[src/rtl/oc_pkg.sv]
package oc_pkg;
  typedef enum logic [1:0] {
    MODE_OFF  = 2'd0,
    MODE_LVL  = 2'd1,
    MODE_TOG  = 2'd2,
    MODE_PORT = 2'd3
  } oc_mode_e;

  localparam logic ADDR_CTL = 1'b0;
  localparam logic ADDR_CMP = 1'b1;

  localparam int CTL_MODE_LSB = 0;
  localparam int CTL_IEN      = 2;
  localparam int CTL_LVL      = 3;
  localparam int CTL_FRC      = 4;
  localparam int CTL_FLAG     = 5;
  localparam int CTL_PIN      = 6;
  localparam int CTL_SEL_LSB  = 8;
endpackage

[src/rtl/oc_cmp.sv]
module oc_cmp #(
  parameter int TW     = 16,
  parameter int NUM_TB = 2,
  parameter int SEL_W  = 1
) (
  input  logic                         clk_i,
  input  logic                         rst_ni,
  input  logic [NUM_TB-1:0][TW-1:0]    tb_i,
  input  logic [SEL_W-1:0]             sel_i,
  input  logic [TW-1:0]                cmp_i,
  input  logic                         en_i,
  output logic                         match_o
);
  logic [TW-1:0] tb_cur;
  logic          eq, eq_q;

  always_comb begin
    tb_cur = '0;
    for (int i = 0; i < NUM_TB; i++) begin
      if (sel_i == SEL_W'(i)) tb_cur = tb_i[i];
    end
  end

  assign eq = en_i && (tb_cur == cmp_i);

  always_ff @(posedge clk_i or negedge rst_ni) begin
    if (!rst_ni) eq_q <= 1'b0;
    else         eq_q <= eq;
  end

  // one event per entry into equality
  assign match_o = eq && !eq_q;
endmodule

[src/rtl/oc_regs.sv]
module oc_regs
  import oc_pkg::*;
#(
  parameter int TW    = 16,
  parameter int SEL_W = 1
) (
  input  logic             clk_i,
  input  logic             rst_ni,
  input  logic             we_i,
  input  logic             re_i,
  input  logic             addr_i,
  input  logic [TW-1:0]    wdata_i,
  input  logic             match_i,
  input  logic             pin_i,
  output logic [TW-1:0]    rdata_o,
  output oc_mode_e         mode_o,
  output logic [SEL_W-1:0] sel_o,
  output logic             ien_o,
  output logic             lvl_o,
  output logic [TW-1:0]    cmp_o,
  output logic             force_o,
  output logic             flag_o
);
  logic ctl_we, ctl_re, cmp_we;
  logic armed_q;
  oc_mode_e mode_wr;

  assign ctl_we  = we_i && (addr_i == ADDR_CTL);
  assign cmp_we  = we_i && (addr_i == ADDR_CMP);
  assign ctl_re  = re_i && (addr_i == ADDR_CTL);
  assign mode_wr = oc_mode_e'(wdata_i[CTL_MODE_LSB +: 2]);

  always_ff @(posedge clk_i or negedge rst_ni) begin
    if (!rst_ni) begin
      mode_o <= MODE_OFF;
      sel_o  <= '0;
      ien_o  <= 1'b0;
      lvl_o  <= 1'b0;
    end else if (ctl_we) begin
      mode_o <= mode_wr;
      sel_o  <= wdata_i[CTL_SEL_LSB +: SEL_W];
      ien_o  <= wdata_i[CTL_IEN];
      lvl_o  <= wdata_i[CTL_LVL];
    end
  end

  always_ff @(posedge clk_i or negedge rst_ni) begin
    if (!rst_ni)     cmp_o <= '0;
    else if (cmp_we) cmp_o <= wdata_i;
  end

  // force acts one edge after the write, with the new mode and level in place
  always_ff @(posedge clk_i or negedge rst_ni) begin
    if (!rst_ni) force_o <= 1'b0;
    else         force_o <= ctl_we && wdata_i[CTL_FRC] && (mode_wr != MODE_OFF);
  end

  always_ff @(posedge clk_i or negedge rst_ni) begin
    if (!rst_ni)                armed_q <= 1'b0;
    else if (ctl_we)            armed_q <= 1'b0;
    else if (ctl_re && flag_o)  armed_q <= 1'b1;
  end

  // a match on the clearing edge wins
  always_ff @(posedge clk_i or negedge rst_ni) begin
    if (!rst_ni)                                        flag_o <= 1'b0;
    else if (match_i)                                   flag_o <= 1'b1;
    else if (ctl_we && armed_q && !wdata_i[CTL_FLAG])   flag_o <= 1'b0;
  end

  always_comb begin
    rdata_o = '0;
    if (addr_i == ADDR_CMP) begin
      rdata_o = cmp_o;
    end else begin
      rdata_o[CTL_MODE_LSB +: 2]     = mode_o;
      rdata_o[CTL_IEN]               = ien_o;
      rdata_o[CTL_LVL]               = lvl_o;
      rdata_o[CTL_FLAG]              = flag_o;
      rdata_o[CTL_PIN]               = pin_i;
      rdata_o[CTL_SEL_LSB +: SEL_W]  = sel_o;
    end
  end
endmodule

[src/rtl/oc_out.sv]
module oc_out
  import oc_pkg::*;
(
  input  logic     clk_i,
  input  logic     rst_ni,
  input  oc_mode_e mode_i,
  input  logic     lvl_i,
  input  logic     match_i,
  input  logic     force_i,
  output logic     ff_o,
  output logic     pin_o
);
  logic act;
  assign act = match_i || force_i;

  always_ff @(posedge clk_i or negedge rst_ni) begin
    if (!rst_ni) begin
      ff_o <= 1'b0;
    end else if (act) begin
      unique case (mode_i)
        MODE_LVL: ff_o <= lvl_i;
        MODE_TOG: ff_o <= !ff_o;
        default:  ff_o <= ff_o;
      endcase
    end
  end

  assign pin_o = (mode_i == MODE_PORT) ? lvl_i : ff_o;
endmodule

[src/rtl/tmr_oc_chan.sv]
module tmr_oc_chan
  import oc_pkg::*;
#(
  parameter int TW     = 16,
  parameter int NUM_TB = 2
) (
  input  logic                      clk_i,
  input  logic                      rst_ni,
  input  logic [NUM_TB-1:0][TW-1:0] tb_i,
  input  logic                      we_i,
  input  logic                      re_i,
  input  logic                      addr_i,
  input  logic [TW-1:0]             wdata_i,
  output logic [TW-1:0]             rdata_o,
  output logic                      pin_o,
  output logic                      irq_o
);
  localparam int SEL_W = (NUM_TB > 1) ? $clog2(NUM_TB) : 1;

  oc_mode_e         mode_q;
  logic [SEL_W-1:0] sel_q;
  logic             ien_q, lvl_q, flag_q, force_q, ff_q, match_evt;
  logic [TW-1:0]    cmp_q;

  oc_cmp #(.TW(TW), .NUM_TB(NUM_TB), .SEL_W(SEL_W)) u_cmp (
    .clk_i   (clk_i),
    .rst_ni  (rst_ni),
    .tb_i    (tb_i),
    .sel_i   (sel_q),
    .cmp_i   (cmp_q),
    .en_i    (mode_q != MODE_OFF),
    .match_o (match_evt)
  );

  oc_regs #(.TW(TW), .SEL_W(SEL_W)) u_regs (
    .clk_i   (clk_i),
    .rst_ni  (rst_ni),
    .we_i    (we_i),
    .re_i    (re_i),
    .addr_i  (addr_i),
    .wdata_i (wdata_i),
    .match_i (match_evt),
    .pin_i   (pin_o),
    .rdata_o (rdata_o),
    .mode_o  (mode_q),
    .sel_o   (sel_q),
    .ien_o   (ien_q),
    .lvl_o   (lvl_q),
    .cmp_o   (cmp_q),
    .force_o (force_q),
    .flag_o  (flag_q)
  );

  oc_out u_out (
    .clk_i   (clk_i),
    .rst_ni  (rst_ni),
    .mode_i  (mode_q),
    .lvl_i   (lvl_q),
    .match_i (match_evt),
    .force_i (force_q),
    .ff_o    (ff_q),
    .pin_o   (pin_o)
  );

  assign irq_o = flag_q && ien_q;
endmodule

[config.mk]
export PLATFORM = sky130hd
export DESIGN_NAME = tmr_oc_chan
export DESIGN_NICKNAME = d
export VERILOG_FILES = /design/src/rtl/oc_pkg.sv /design/src/rtl/oc_cmp.sv /design/src/rtl/oc_regs.sv /design/src/rtl/oc_out.sv /design/src/rtl/tmr_oc_chan.sv
export SDC_FILE = /design/constraint.sdc
export NUM_CORES = 1
export LEC_CHECK = 0
export BUFFER_PORTS_ARGS = -buffer_cell sky130_fd_sc_hd__buf_2
export CAP_MARGIN = 25
export CORE_UTILIZATION = 48
export CTS_CLUSTER_DIAMETER = 40
export DETAILED_ROUTE_END_ITERATION = 8
export PLACE_DENSITY = 0.83
export SYNTH_ARGS = -nofsm -noshare
export SYNTH_HDL_FRONTEND = slang
export SYNTH_HIERARCHICAL = 1
export SYNTH_SLANG_ARGS = --single-unit
export TNS_END_PERCENT = 1
[constraint.sdc]
create_clock -name clk_i -period 2.1 [get_ports clk_i]
set_input_delay 0.315 -clock clk_i [delete_from_list [all_inputs] [get_ports clk_i]]
set_output_delay 0.315 -clock clk_i [all_outputs]
set_load 0.005 [all_outputs]
# Word level (Yosys, flattened, before mapping)
# Index checks and enable logic that the tools add are counted.
totals:
  ff_bits: 26
  input_bits: 53
classes:
  n_eq_ne: 4
  mux: 13
  bitwise_logic: 1
  reduce_logical: 21
op_table:
  columns: ["operator", "n"]
  rows:
  - ["$eq A16 B16 Y1", 1]
  - ["$mux W16", 1]
  - ["$logic_and A1 B1 Y1", 11]
  - ["$reduce_bool A2 Y1", 5]
  - ["$mux W1", 8]
  - ["$mux W7", 1]
  - ["$eq A2 B2 Y1 const B", 2]
  - ["$mux W4", 1]
  - ["$logic_not A1 Y1", 3]
  - ["$eq A2 B1 Y1 const B", 1]
  - ["$mux W2", 1]
  - ["$pmux W1 S2", 1]
  - ["$reduce_and A2 Y1", 1]
  - ["$logic_or A1 B1 Y1", 1]
  - ["$not A1 Y1", 1]

# Logic depth before layout (Yosys ltp)
# Gate-level depths: netlist of run 1.
logic_depth:
  ltp_word: 6
  ltp_mapped: 10
  ltp_nobuf: 8

# Modules after synthesis
# Netlist of run 1, hierarchy kept.
modules_own_cells:
  columns: ["module", "instances", "cells_per_inst", "area_each_um2", "seq_area_each_um2"]
  rows:
  - ["oc_regs", 1, 73, 1147.4, 600.6]
  - ["oc_cmp", 1, 43, 410.4, 25.0]
  - ["oc_out", 1, 10, 95.1, 25.0]
  - ["tmr_oc_chan", 1, 2, 12.5, 0.0]

# Worst setup path after synthesis of run 1
# OpenSTA, ideal clock, no wires.
synth_timing:
  kind: "flip-flop to flip-flop"
  startpoint: "register u_regs.sel_o"
  endpoint: "register u_out.ff_o"
  setup_time_ns: 0.128
  arrival_ns: 1.697
  required_time_ns: 1.972
  setup_slack_ns: 0.275
  stages_incl_launch_ff: 11
  period_less_slack_ns: 1.825
  cell_sequence: "dfrtp_1 > buf_6 > buf_12 > mux2i_1 > xnor2_1 > nor4_2 > nand2_1 > nor3_2 > nor2_1 > o21ai_0 > o31ai_1"
synth_between:
  elab_chain_len: 6
synth_rtl:
  columns: ["item", "line_no", "text"]
  rows:
  - ["start: declaration", "oc_regs.sv:17", "output logic [SEL_W-1:0] sel_o,"]
  - ["start signal: assignment", "oc_regs.sv:41", "sel_o <= wdata_i[CTL_SEL_LSB +: SEL_W];"]
  - ["$mux W16", "oc_cmp.sv:20", "if (sel_i == SEL_W'(i)) tb_cur = tb_i[i];"]
  - ["$eq A16 B16 Y1", "oc_cmp.sv:24", "assign eq = en_i && (tb_cur == cmp_i);"]
  - ["$logic_and A1 B1 Y1", "oc_cmp.sv:24", null]
  - ["$logic_and A1 B1 Y1", "oc_cmp.sv:32", "assign match_o = eq && !eq_q;"]
  - ["via match_evt", "tmr_oc_chan.sv:22", "logic ien_q, lvl_q, flag_q, force_q, ff_q, match_evt;"]
  - ["$logic_or A1 B1 Y1", "oc_out.sv:14", "assign act = match_i || force_i;"]
  - ["$reduce_and A2 Y1 (no line)", null, null]
  - ["end signal: assignment", "oc_out.sv:21", "MODE_LVL: ff_o <= lvl_i;"]
  - ["end signal: assignment", "oc_out.sv:22", "MODE_TOG: ff_o <= !ff_o;"]
  - ["end signal: assignment", "oc_out.sv:23", "default: ff_o <= ff_o;"]
  - ["end: declaration", "oc_out.sv:10", "output logic ff_o,"]
# The timed path passes the listed nets, and every way through them passes these cells.
# A chain may end at the register's enable or synchronous reset.

# Worst setup path in the final report of run 1
# Ends and elaborated chain as after synthesis.

==> key figures, run 1 <==
Worst setup path
  • Cells along the critical path: buf_12, mux2i_2, xnor2_1, nor4_1, nand4_1, nor3_2, nor2_1, o31ai_1
  • Startpoint types: flip-flop
  • Internal reg-to-reg setup slack: 0.05 ns
  • CP Class: flip-flop to flip-flop
  • Req. time, crit path: 2.34 ns
  • Setup crit end kind: flip-flop
  • Maximum fanout along the worst path: 8
  • Crit-path max cell delay: 0.46 ns
  • Worst path slowest cell: dfrtp_2
  • WP data arrival: 2.29 ns

STA
  • Fmax: 489 MHz
  • Fin crit share: 97.5%
  • Setup_tns: 0 ns
  • Worst slew pin tran: 0.569 ns
  • RSZ-0062 raised after global routing: yes
  • Clk_skew: 0.00562 ns
  • Relative slew slack: 62.0%
  • Endpoints failing setup: 0
  • Final Hold Viols: 0
  • Tmin final: 2.05 ns
  • Final Max Slew Viols: 0
  • Hold Worst Slack: 0.202 ns

Floorplan
  • Rows: 21
  • I/O Pins: 71
  • Die extent in x: 60.9 microns
  • Die Ht: 60.9 microns
  • Die ar.: 0.00371 sq mm
  • Area of the core: 0.00334 sq mm
  • Initial Util: 49.9%

Finish
  • Fin nets: 259
  • Final core utilization: 64.0%
  • Share of cells above drive strength 1: 56.7%
  • Syn-to-layout area delta: 28.2%
  • Fin cells: 249
  • Post-route cell area: 0.00213 sq mm
  • Number of diodes: 0

Power
  • P_leak: 1.08 nW
  • Switching share of total power: 29.6%
  • Clock Power Share: 18.3%
  • PD cells: 663 mW/mm^2
  • Reg power frac: 45.4%
  • Sw power: 419 uW
  • Pint: 997 uW
  • Combinational Power Share: 36.3%
  • Peak supply drop: 330 uV

Place
  • Post-DP Area: 0.00202 sq mm
  • Placed insts: 239
  • Port-buffer cells: 70
  • Gpl congestion: 0.818
  • Post-DP HPWL: 2.51 mm

Route
  • Drt wl/cell: 13.9 microns
  • Routed vias/inst: 4.87
  • Pre-antenna DRT Iters: 3
  • Final WL: 3.46 mm
  • 1st-iter DRT viols: 20
  • Number of routed nets with antenna violations: 0
  • Via count: 1212
  • Residual DRC: 0

Synthesis
  • Ys flop type: dfrtp_1
  • Top cells by area in the synthesized netlist: dfrtp_1 39%, mux2_4 14%, mux2i_1 10%, mux2_2 9.5%, xnor2_1 7.9%
  • Synth unique cells: 29
  • Async SR Flop Fraction: 100%
  • Area leader, netlist: dfrtp_1
  • Sequential share of the synthesized area: 39.1%
  • Mapped Area: 0.00167 sq mm
  • Post-synth EDFFs: 0
  • Most common cell in the netlist: dfrtp_1
  • Cell count after synthesis: 128
  • Top-area cell type share of the netlist area: 39.1%
  • Post-Syn Area per Cell: 13.0 sq um
  • Yosys warns: 6
  • Top cells by count, synth: 26 x dfrtp_1, 17 x mux2i_1, 15 x mux2_4, 15 x xnor2_1, 14 x mux2_2
  • Seq cells post-synth: 26
  • Synthesized Nets: 183

Clock tree
  • Worst skew pair latency: 0.33 ns
  • CTS root buf: clkbuf_4
  • CTS tree: built
  • CTS Buf Count: 3
  • Clock buffer depth: 2
  • H-tree lvl count: 1
  • Num Clock Sinks: 26
  • Clock transition at the registers of the reported paths: 0.14 ns

Global routing
  • Gr ovfl total: 0
  • Largest net degree at the start of global routing: 27
  • First-pass GRT wire length: 4.95 mm
  • GRT Util Overall: 18.9%
  • Initial antenna violation count: 0
  • Number of global-route vias before repair: 1124

Hold path
  • Hold Path Class: input port to flip-flop

Flow run
  • Max-cap violation count: 0

Outcome
  • Status: finished, final reports clean
## power by group through the flow
stage                     registers [mW]  logic [mW]  clock network [mW]
after global routing               0.653       0.564               0.284
after detailed placement           0.650       0.480                   0
final                              0.642       0.514               0.260
after global placement             0.647       0.473                   0
after CTS                          0.640       0.484               0.262
after floorplan                    0.627       0.352                   0
## critical path: cells and delay by family (launching register included)
kind | cells | cell delay [ns]
mux | 1 | 0.23
xor+xnor | 1 | 0.08
buf+inv | 1 | 0.16
compound gates | 1 | 0.25
flops | 1 | 0.46
simple gates | 4 | 0.77
## kinds of logic after synthesis
| logic type | synth area share, % |
|---|---|
| muxes | 33.2 |
| DFF | 39.1 |
| and+or+nand+nor | 10.4 |
| xor gates and xnor gates | 8.42 |
| buffers and inverters | 5.33 |
| AOI/OAI and AO/OA | 2.10 |
| adders and majority gates | 1.50 |
## cell type report
cell class | count | area (sq um)
Tap cell | 46 | 57.6
Inverter | 3 | 11.3
Sequential cell | 26 | 652
Timing Repair Buffer | 77 | 435
Fill cell | 286 | 1200
Multi-Input combinational cell | 93 | 942
Clock buffer | 4 | 36.3
## cells in the final DEF, fill, tap and decap left out, types with 2 or more instances in the layout
master / netlist / final
and2_1: 10 / 10
mux2_4: 15 / 15
xnor2_1: 15 / 15
buf_2: 0 / 70
clkbuf_4: 0 / 3
mux2_2: 14 / 14
nor2_1: 2 / 2
dfrtp_1: 26 / 25
inv_1: 3 / 3
buf_4: 0 / 4
ha_1: 2 / 2
nor4_1: 2 / 2
mux2i_1: 17 / 15
## state kept, by name (all words and copies together) (netlist names)
signal	flops
u_cmp/eq_q	1
u_regs/sel_o	1
u_regs/force_o	1
u_regs/lvl_o	1
u_regs/armed_q	1
u_regs/flag_o	1
u_out/ff_o	1
u_regs/ien_o	1
u_regs/cmp_o	16
u_regs/mode_o	2
## final timing paths
kind | cells after the start | start | end
worst max-delay path | 8 | u_regs/sel_o$_DFFE_PN0N_ | u_out/ff_o$_DFFE_PN0P_
worst min-delay path | 2 | wdata_i[6] | u_regs/cmp_o[6]$_DFFE_PN0P_
worst max register to register | 8 | u_regs/sel_o$_DFFE_PN0N_ | u_out/ff_o$_DFFE_PN0P_
worst min register to register | 2 | u_regs/armed_q$_DFFE_PN0P_ | u_regs/armed_q$_DFFE_PN0P_
max in group asynchronous | 2 | rst_ni | u_regs/sel_o$_DFFE_PN0N_
min in group asynchronous | 2 | rst_ni | u_regs/cmp_o[12]$_DFFE_PN0P_
## metrics by stage
stage / setup slack [ns] / total power, mW
after global routing: -0.0989 / 1.50
final: 0.0530 / 1.42
after detailed placement: 0.0357 / 1.13
after CTS: 0.0276 / 1.39
after floorplan: 0.275 / 0.980
after global placement: 0.206 / 1.12
## metal layers
layer | share of wire (%) | vias to the layer above | global-route usage [%] | routed length (microns)
li1 | - | 603 | - | -
met2 | 46 | 46 | 31.4 | 1610
met5 | 0 | - | 0 | 0
met4 | 1.7 | 0 | 8.44 | 60
met1 | 47 | 557 | 24.5 | 1620
met3 | 4.8 | 6 | 2.99 | 167
## timing repair
action | in CTS | in global routing
setup buffers | 0 | 4
endpoints found under the hold margin | 26 | 0
endpoints found under the setup margin | 0 | 1
resized for setup | 0 | 5
hold buffers | 1 | 0
No activity file was read; power rests on OpenSTA's default activity.
==> run 2: changes to the inputs <==
Settings changed: BUFFER_PORTS_ARGS -buffer_cell sky130_fd_sc_hd__buf_2 to unset, CORE_UTILIZATION 48 to 60, DONT_BUFFER_PORTS set to 1, PLACE_DENSITY 0.83 to 0.79.
==> run 2 against run 1 <==
Design area shrank 19%. Highest routed layer unchanged. Sequential share of layout area grew 7.1 points. Largest cell class unchanged. Clock power shrank 2%. Largest power group unchanged. Fmax grew 3.1%.
==> key figures, run 2 (same netlist as run 1, synthesis figures left out) <==
Outcome
  • Status: finished, final reports clean

Floorplan
  • Area of the core: 0.00254 sq mm (-24%)
  • Die ar.: 0.00299 sq mm (-19%)
  • Die extent in x: 54.7 microns (-10%)
  • Rows: 18 (-14%)
  • Die Ht: 54.7 microns (-10%)
  • Initial Util: 65.4% (+16 points)
  • I/O Pins: 71 (unchanged)

Route
  • Routed vias/inst: 6.16 (+26%)
  • Pre-antenna DRT Iters: 2 (-1)
  • Residual DRC: 0 (unchanged)
  • 1st-iter DRT viols: 8 (-60%)
  • Via count: 991 (-18%)
  • Number of routed nets with antenna violations: 0 (unchanged)
  • Drt wl/cell: 19.3 microns (+39%)
  • Final WL: 3.11 mm (-10%)

Finish
  • Commonest non-fill, non-tap cells in the layout: 26 x dfrtp_1, 16 x mux2i_1, 15 x xnor2_1, 15 x mux2_4, 14 x mux2_2
  • Syn-to-layout area delta: 3.76%
  • Fin cells: 161 (-35%)
  • Largest register by flop count: u_regs/cmp_o
  • Number of diodes: 0 (unchanged)
  • Fin nets: 187 (-28%)
  • Most common cell after layout, fill and taps aside: dfrtp_1
  • Share of cells above drive strength 1: 32.1% (-25 points)
  • Max FFs per register: 16 (unchanged)
  • Top flop regs: u_regs/cmp_o x16, u_regs/mode_o x2

Clock tree
  • CTS Buf Count: 3 (unchanged)
  • H-tree lvl count: 1 (unchanged)
  • CTS root buf: clkbuf_4
  • CTS tree: built
  • Post-CTS setup buffers: 0 (unchanged)
  • Worst skew pair latency: 0.32 ns (about the same)
  • Clock buffer depth: 2 (unchanged)
  • Clock transition at the registers of the reported paths: 0.15 ns (about the same)
  • Num Clock Sinks: 26 (unchanged)

STA
  • Clk_skew: 0.0137 ns (+0.00805 ns)
  • Fin crit share: 94.5% (-3.0 points)
  • Final Max Slew Viols: 0 (unchanged)
  • Hold Worst Slack: 0.104 ns (-0.0975 ns)
  • Worst slew pin tran: 0.398 ns (-0.171 ns)
  • Tmin final: 1.98 ns (-0.0621 ns)
  • Endpoints failing setup: 0 (unchanged)
  • Relative slew slack: 73.5% (+11 points)
  • Setup ws final: 0.115 ns (+0.0621 ns)
  • Fmax: 504 MHz (+3.1%)
  • Setup_tns: 0 ns (unchanged)
  • RSZ-0062 raised after global routing: yes
  • Final Hold Viols: 0 (unchanged)

Worst setup path
  • Worst R2R End: u_out/ff_o$_DFFE_PN0P_
  • Startpoint types: flip-flop
  • Internal reg-to-reg setup slack: 0.12 ns (+0.06 ns)
  • Setup crit end kind: flip-flop
  • RR Startpoint: u_regs/sel_o$_DFFE_PN0N_
  • CP Class: flip-flop to flip-flop
  • WP data arrival: 2.21 ns (-0.08 ns)
  • Cells on worst reg2reg path: 8 (unchanged)
  • Req. time, crit path: 2.32 ns (-0.02 ns)
  • Maximum fanout along the worst path: 5 (-3)

Place
  • Placed insts: 155 (-35%)
  • Port-buffer cells: 0 (-100%)
  • Place WS: 0.0995 ns (+0.0637 ns)
  • Gpl congestion: 0.864 (+5.7%)
  • Post-DP HPWL: 2.32 mm (-7.3%)

Flow run
  • Max-cap violation count: 0 (unchanged)

Global routing
  • GRT Util Overall: 21.9% (+3.0 points)
  • Gr ovfl total: 0 (unchanged)
  • First-pass GRT wire length: 4.52 mm (-8.7%)
  • Number of global-route vias before repair: 945 (-16%)
  • Largest net degree at the start of global routing: 27 (unchanged)
  • Initial antenna violation count: 0 (unchanged)

Power
  • PD cells: 751 mW/mm^2 (+13%)
  • Peak supply drop: 524 uV (+59%)
  • Total chip power: 1.30 mW (-8.4%)
  • P_leak: 0.777 nW (-28%)

Hold path
  • Hold path endpoint: u_regs/force_o$_DFF_PN0_
  • Hold Path Class: input port to flip-flop
  • HP Start: wdata_i[4]
  • Worst hold path depth: 1 (-1)
==> run 2: cell count changes in the layout (fill, tap and decap cells not counted), sizes merged <==
| cell | previous run | this run |
|---|---|---|
| clkbuf | 5 | 4 |
| buf | 75 | 4 |
==> run 2: final cells by class <==
| type | instances | area (sq um) |
|---|---|---|
| Sequential cell | 26 | 651 |
| Inverter | 3 | 11.3 |
| Fill cell | 193 | 817 |
| Clock buffer | 4 | 36.3 |
| Timing Repair Buffer | 5 | 56.3 |
| Tap cell | 30 | 37.5 |
| Multi-Input combinational cell | 93 | 936 |
==> run 2: repair_timing <==
item                                   in CTS  in global routing
endpoints found under the hold margin      26                  0
setup endpoints to repair                   0                  1
hold buffers                                2                  0
resized for setup                           0                  4
==> run 2: where the power goes <==
part | internal, mW | switching, mW
sequential | 0.571 | 0.0703
clock | 0.106 | 0.149
combinational | 0.238 | 0.163
total | 0.914 | 0.382
==> run 2: how the worst max path moves through the flow <==
stage                             start                      to  slack (ns)
6_report       u_regs/sel_o$_DFFE_PN0N_  u_out/ff_o$_DFFE_PN0P_        0.12
5_1_grt        u_regs/sel_o$_DFFE_PN0N_  u_out/ff_o$_DFFE_PN0P_       -0.04
4_1_cts        u_regs/sel_o$_DFFE_PN0N_  u_out/ff_o$_DFFE_PN0P_        0.07
3_5_place_dp   u_regs/sel_o$_DFFE_PN0N_  u_out/ff_o$_DFFE_PN0P_         0.1
3_3_place_gp   u_regs/sel_o$_DFFE_PN0N_  u_out/ff_o$_DFFE_PN0P_        0.18
2_1_floorplan  u_regs/sel_o$_DFFE_PN0N_  u_out/ff_o$_DFFE_PN0P_        0.28
==> run 2: layer usage <==
layer	track usage, %	part of all wire, %
met5	0	0
met4	6.41	0.32
met3	3.06	5.4
met2	36.1	51
met1	29.6	44
==> run 2: worst max-delay path, stage by stage, from the launching register on <==
cell	delay (ns)
dfrtp_1	0.43
buf_4	0.18
mux2i_1	0.25
xnor2_1	0.09
nor4_1	0.28
nand2_1	0.13
nor3_2	0.20
nor2_1	0.08
o31ai_1	0.24
==> run 2: per-stage QoR <==
step	area, sq um	util, %
after global placement	1650	64.7
final	1730	67.9
after global routing	1730	67.9
after CTS	1710	67.4
after floorplan	1670	-
after detailed placement	1650	64.7
